`config.mk`:
```
export PLATFORM = sky130hd
export DESIGN_NAME = peak_norm
export DESIGN_NICKNAME = d
export VERILOG_FILES = /design/src/rtl/pn_pkg.sv /design/src/rtl/pn_peak_track.sv /design/src/rtl/pn_recip_div.sv /design/src/rtl/pn_scale_pipe.sv /design/src/rtl/peak_norm.sv
export SDC_FILE = /design/constraint.sdc
export NUM_CORES = 1
export LEC_CHECK = 0
export ABC_CLOCK_PERIOD_IN_PS = 14050
export BUFFER_PORTS_ARGS = -buffer_cell sky130_fd_sc_hd__buf_2
export CAP_MARGIN = 20
export CORE_ASPECT_RATIO = 0.7
export CORE_MARGIN = 8
export CORE_UTILIZATION = 35
export CTS_CLUSTER_SIZE = 12
export DETAILED_ROUTE_END_ITERATION = 10
export MAX_ROUTING_LAYER = met4
export SYNTH_ARGS = -nofsm -noshare
export SYNTH_HDL_FRONTEND = slang
export SYNTH_HIERARCHICAL = 1
export SYNTH_SLANG_ARGS = --single-unit
```
`constraint.sdc`:
```
create_clock -name clk -period 14.05 [get_ports clk]
set_clock_uncertainty 0.2 [all_clocks]
set_input_delay 4.215 -clock clk [delete_from_list [all_inputs] [get_ports clk]]
set_output_delay 4.215 -clock clk [all_outputs]
set_load 0.01 [all_outputs]
```
`src/rtl/pn_pkg.sv`:
```
package pn_pkg;
  typedef enum logic {DIV_IDLE, DIV_RUN} div_state_t;
endpackage

```
`src/rtl/pn_peak_track.sv`:
```
module pn_peak_track #(
  parameter int DW  = 14,
  parameter int WIN = 1000
) (
  input  logic                 clk,
  input  logic                 rst,
  input  logic                 in_valid,
  input  logic signed [DW-1:0] in_data,
  output logic                 blk_done,
  output logic [DW-1:0]        blk_peak
);
  localparam int CW = $clog2(WIN);

  logic [CW-1:0] cnt;
  logic [DW-1:0] run_max, mag, cand;
  logic          last;

  assign mag  = in_data[DW-1] ? (~in_data + 1'b1) : in_data;
  assign cand = (mag > run_max) ? mag : run_max;
  assign last = in_valid && (cnt == CW'(WIN - 1));

  always_ff @(posedge clk) begin
    if (rst) begin
      cnt      <= '0;
      run_max  <= '0;
      blk_done <= 1'b0;
      blk_peak <= DW'(1);
    end else begin
      blk_done <= last;
      if (in_valid) begin
        if (last) begin
          cnt      <= '0;
          run_max  <= '0;
          blk_peak <= (cand == '0) ? DW'(1) : cand;
        end else begin
          cnt     <= cnt + 1'b1;
          run_max <= cand;
        end
      end
    end
  end

  a_r1_cnt_range: assert property (@(posedge clk) disable iff (rst)
    cnt < CW'(WIN));
  a_r1_done_restarts: assert property (@(posedge clk) disable iff (rst)
    blk_done |-> (cnt == '0));
  a_r2_peak_nonzero: assert property (@(posedge clk) disable iff (rst)
    blk_done |-> (blk_peak != '0));
endmodule

```
`src/rtl/pn_recip_div.sv`:
```
module pn_recip_div #(
  parameter int DW   = 14,
  parameter int NW   = 22,
  parameter int NUM  = 2097152,
  parameter int INIT = 256
) (
  input  logic          clk,
  input  logic          rst,
  input  logic          start,
  input  logic [DW-1:0] divisor,
  output logic [NW-1:0] recip
);
  import pn_pkg::*;
  localparam int SW = $clog2(NW);

  div_state_t    state;
  logic [DW-1:0] acc, dv;
  logic [NW-1:0] quo;
  logic [SW-1:0] step;
  logic [DW:0]   trial;
  logic          fin;

  assign trial = {acc, quo[NW-1]};

  always_ff @(posedge clk) begin
    if (rst) begin
      state <= DIV_IDLE;
      acc   <= '0;
      dv    <= DW'(1);
      quo   <= '0;
      step  <= '0;
      fin   <= 1'b0;
      recip <= NW'(INIT);
    end else begin
      fin <= 1'b0;
      if (fin) recip <= quo;
      if (state == DIV_IDLE) begin
        if (start) begin
          acc   <= '0;
          quo   <= NW'(NUM);
          dv    <= divisor;
          step  <= '0;
          state <= DIV_RUN;
        end
      end else begin
        if (trial >= {1'b0, dv}) begin
          acc <= DW'(trial - {1'b0, dv});
          quo <= {quo[NW-2:0], 1'b1};
        end else begin
          acc <= trial[DW-1:0];
          quo <= {quo[NW-2:0], 1'b0};
        end
        step <= step + 1'b1;
        if (step == SW'(NW - 1)) begin
          state <= DIV_IDLE;
          fin   <= 1'b1;
        end
      end
    end
  end

  a_r3_start_idle: assert property (@(posedge clk) disable iff (rst)
    start |-> (state == DIV_IDLE));
  a_r3_recip_hold: assert property (@(posedge clk) disable iff (rst)
    !fin |=> $stable(recip));
  a_r3_recip_nonzero: assert property (@(posedge clk) disable iff (rst)
    recip != '0);
endmodule

```
`src/rtl/pn_scale_pipe.sv`:
```
module pn_scale_pipe #(
  parameter int DW   = 14,
  parameter int NW   = 22,
  parameter int OW   = 8,
  parameter int FRAC = 8
) (
  input  logic                 clk,
  input  logic                 rst,
  input  logic                 in_valid,
  input  logic signed [DW-1:0] in_data,
  input  logic [NW-1:0]        recip,
  output logic                 out_valid,
  output logic signed [OW-1:0] out_data
);
  localparam int PW = DW + NW + 1;
  localparam logic signed [PW-1:0] HI = PW'((1 <<< (OW - 1)) - 1);
  localparam logic signed [PW-1:0] LO = -HI - PW'(1);

  logic signed [PW-1:0] prod_q, shifted;
  logic                 v1;

  assign shifted = prod_q >>> FRAC;

  always_ff @(posedge clk) begin
    if (rst) begin
      prod_q    <= '0;
      v1        <= 1'b0;
      out_valid <= 1'b0;
      out_data  <= '0;
    end else begin
      v1        <= in_valid;
      prod_q    <= PW'(in_data * $signed({1'b0, recip}));
      out_valid <= v1;
      if (shifted > HI)      out_data <= HI[OW-1:0];
      else if (shifted < LO) out_data <= LO[OW-1:0];
      else                   out_data <= shifted[OW-1:0];
    end
  end

  a_r6_latency: assert property (@(posedge clk) disable iff (rst)
    in_valid |-> ##2 out_valid);
  a_r6_no_spurious: assert property (@(posedge clk) disable iff (rst)
    out_valid |-> $past(in_valid, 2));
  a_r5_sign: assert property (@(posedge clk) disable iff (rst)
    (out_valid && out_data != '0) |-> (out_data[OW-1] == $past(in_data[DW-1], 2)));
endmodule

```
`src/rtl/peak_norm.sv`:
```
module peak_norm #(
  parameter int DW   = 14,
  parameter int OW   = 8,
  parameter int WIN  = 1000,
  parameter int GAIN = 8192,
  parameter int FRAC = 8
) (
  input  logic                 clk,
  input  logic                 rst,
  input  logic                 smp_valid,
  input  logic signed [DW-1:0] smp_data,
  output logic                 norm_valid,
  output logic signed [OW-1:0] norm_data
);
  localparam int NUM  = GAIN << FRAC;
  localparam int NW   = $clog2(NUM + 1);
  localparam int INIT = NUM >> (DW - 1);

  logic          blk_done;
  logic [DW-1:0] blk_peak;
  logic [NW-1:0] recip;

  pn_peak_track #(.DW(DW), .WIN(WIN)) u_peak (
    .clk(clk), .rst(rst), .in_valid(smp_valid), .in_data(smp_data),
    .blk_done(blk_done), .blk_peak(blk_peak)
  );

  pn_recip_div #(.DW(DW), .NW(NW), .NUM(NUM), .INIT(INIT)) u_div (
    .clk(clk), .rst(rst), .start(blk_done), .divisor(blk_peak), .recip(recip)
  );

  pn_scale_pipe #(.DW(DW), .NW(NW), .OW(OW), .FRAC(FRAC)) u_scale (
    .clk(clk), .rst(rst), .in_valid(smp_valid), .in_data(smp_data),
    .recip(recip), .out_valid(norm_valid), .out_data(norm_data)
  );
endmodule

```
==> metrics.txt <==
DR vias/cell=5.13; met2 usage=0.226; cell with the most instances after synthesis=inv_1; Critical R2R Launch=u_div/recip[8]$_SDFFE_PP1P_; crit path buf inv count=5; Critical Path Source=smp_data[13]; CTS Hold Bufs=0; WL per Instance=16.4 um; max incr delay on CP=560 ps; leak pwr=0.00876 uW; status=finished clean; area delta synth->final=6.42%; # Post-CTS Setup Buffers=0; post-synth top area share=0.264; WP data required=14190 ps; hpwl dp=33000 um; DRC Markers=0; critical path launch point type=primary input; met3 global-route usage=0.0223; count of flip-flops with a built-in enable after synthesis=0; number of global-route vias before repair=13.9k; Synth Register Bits=~160; global-route wire length before repair=72700 um; Peak VDD IR=77.7 uV; final cell count without fillers=2665; Final setup viols=0; Yosys Warn Count=6; post-synthesis sequential area ratio=0.174; critical path type=in2reg; IO buf count=25; CTS tree=built; Primary FF master, synth=dfxtp_1; global-route usage over all layers=0.154; Syn Area/Cell=8.85 um2; largest cells by area after synthesis=fa_1, dfxtp_1, ha_1; Yosys cell types=94; total grt overflow=0; Mapped Nets=2445; Layout Nets=2384; initial antenna violation count=2; f_max=around 96 MHz; Critical Path AT=10590 ps; largest net degree at the start of global routing=78; Detailed Route Iter0 Violations=901; I/O pin total=26; DP Worst Slack=approximately 3200 ps; Final Wtd Congestion=0.864; full die area=approximately 59000 um2; Slew @ Worst Pin=about 1000 ps; Tmin final=10450 ps; gr busiest metal=met2; clk_lat worst skew=450 ps; width of the die=287 um; post-CTS resize count=0; H-tree depth=4; Worst-path clk slew=70 ps; CTS Root Cell=clkbuf_16; post-synth top area cell=fa_1; critical path cell sequence=buf_2 -> buf_4 -> inv_1 -> nor2_1 -> fa_1 -> fa_1 -> fa_1 -> fa_1 -> fa_1 -> inv_1 -> fa_1 -> inv_1 -> ha_1 -> a21oi_1 -> o21ai_0 -> a21oi_1 -> o221ai_1 -> a211oi_2 -> o21ai_2 -> o21ai_2 -> mux2_4; proportion of layout cells with a drive suffix above 1=0.0649; CP top delay family=adder cells; core region area=slightly above 50000 um2; hold path startpoint=u_scale/prod_q[13]$_SDFF_PP0_; Slew HR=0.327; total clock sinks=157; number of buffers created by CTS=17; Die Span Y=between 200 and 250 um; Rows=69; maximum clock path buffer count=2; M1 GR Usage=0.224; Final Hold Vio Count=0; Fill cells=5111; period utilization=0.743; Placed Instances=2630; CP dominant cell by count=fa_1; total number of vias=13.7k; synthesized area=about 18000 um2; Worst path slowest cell=fa_1; Post-Route WL=43700 um; maxcap violations=0; Overall Power=1190 uW; Post-synth top cells=inv_1, fa_1, nand2_1; First-pass DRT Iterations=6; power per cell area=between 60 and 70 nW/um2; max-slew violation count=0; Syn Inst Count=2037; crit end category=register; RSZ-0062 raised after global routing=false; Final WS setup=about 3600 ps; hold crit path type=reg2reg; FFs w/ async S/R, synth=0; crit-path max FO=34; Routed Antenna Nets=0; initial core utilization=0.355; setup tns final=0 ps
-- report_power, final --
group | leakage [uW] | internal [uW] | total (uW) | switching (uW)
Clock | 0.000298 | 243 | 478 | 235
Combinational | 0.00718 | 93.0 | 244 | 151
Sequential | 0.00128 | 461 | 472 | 10.8
-- worst paths after layout --
check,cells past startpoint,slack (ps),to
max,21,3600,u_scale/prod_q[35]$_SDFF_PP0_
min,1,240,u_scale/out_data[5]$_SDFF_PP0_
max reg2reg,19,7250,u_scale/prod_q[35]$_SDFF_PP0_
min reg2reg,1,240,u_scale/out_data[5]$_SDFF_PP0_
-- stage by stage --
stage	utilization	hold slack, ps	instance area [um2]
6_report	0.378	242	19200
5_1_grt	0.378	259	19200
4_1_cts	0.377	248	19100
3_5_place_dp	0.365	230	18500
3_3_place_gp	0.365	231	18500
2_1_floorplan	-	214	18000
-- state kept, by name, indices dropped and copies added (netlist names), 8 cells and up --
signal / cells
u_div/quo: 22
u_div/dv: 14
u_peak/run_max: 14
u_scale/prod_q: 29
u_div/recip: 22
u_div/acc: 14
u_peak/blk_peak: 14
u_scale/out_data: 8
u_peak/cnt: 10
-- per-layer routing --
layer,wire [um],vias to the layer above
met4,495,0
li1,-,6441
met3,1920,37
met2,19000,293
met5,0,-
met1,22300,6894
-- placed cells by master, fill, tap and decap left out, drive strengths merged, types with 6 or more instances in the layout --
cell,Yosys,routed
o21a,13,13
nand2,240,240
a22o,20,20
clkinv,0,6
ha,153,153
o31ai,7,7
and3,6,6
fa,238,238
or3,21,21
inv,317,326
xnor2,35,35
and2,143,143
nor4,13,13
buf,21,34
xor2,17,17
nor3,24,24
o21ai,53,53
or2,6,6
o211ai,21,21
nor2,94,94
nand2b,38,38
mux2i,38,38
a21o,18,18
clkbuf,93,17
nor2b,16,16
dfxtp,157,157
a21oi,75,75
a211oi,10,10
nand3,25,25
nand4,26,26
a31oi,19,19
nand3b,14,14
-- area by class of cell --
class                           instances  area (um2)  area share
Sequential cell                       157        3140       0.164
Clock buffer                           17         425      0.0222
Multi-Input combinational cell       1449       13200       0.687
Timing Repair Buffer                   34         215      0.0112
Inverter                              317        1190      0.0620
Antenna cell                            2        5.00    0.000261
Clock inverter                         15         184     0.00959
Tap cell                              674         843      0.0440
-- worst reg2reg max path: stages, from the launching register on --
cell      delay (ps)
dfxtp_1          830
nand2_1          190
fa_1             570
inv_1             50
fa_1             560
fa_1             440
fa_1             490
fa_1             560
inv_1             60
fa_1             530
inv_1             40
ha_1             370
a21oi_1          250
o21ai_0          130
a21oi_1          260
o221ai_1         190
a211oi_2         340
o21ai_2          160
o21ai_2          180
mux2_4           310
-- cells by family after synthesis --
logic type                 Yosys count  share of synthesized area
and+or+nand+nor                    687                      0.195
buffers and inverters              431                     0.0960
adders and majority gates          391                      0.371
AOI/OAI and AO/OA                  277                      0.114
DFF                                157                      0.174
xor gates and xnor gates            52                     0.0253
muxes                               42                     0.0240
Power figures use the tool's default switching activity.
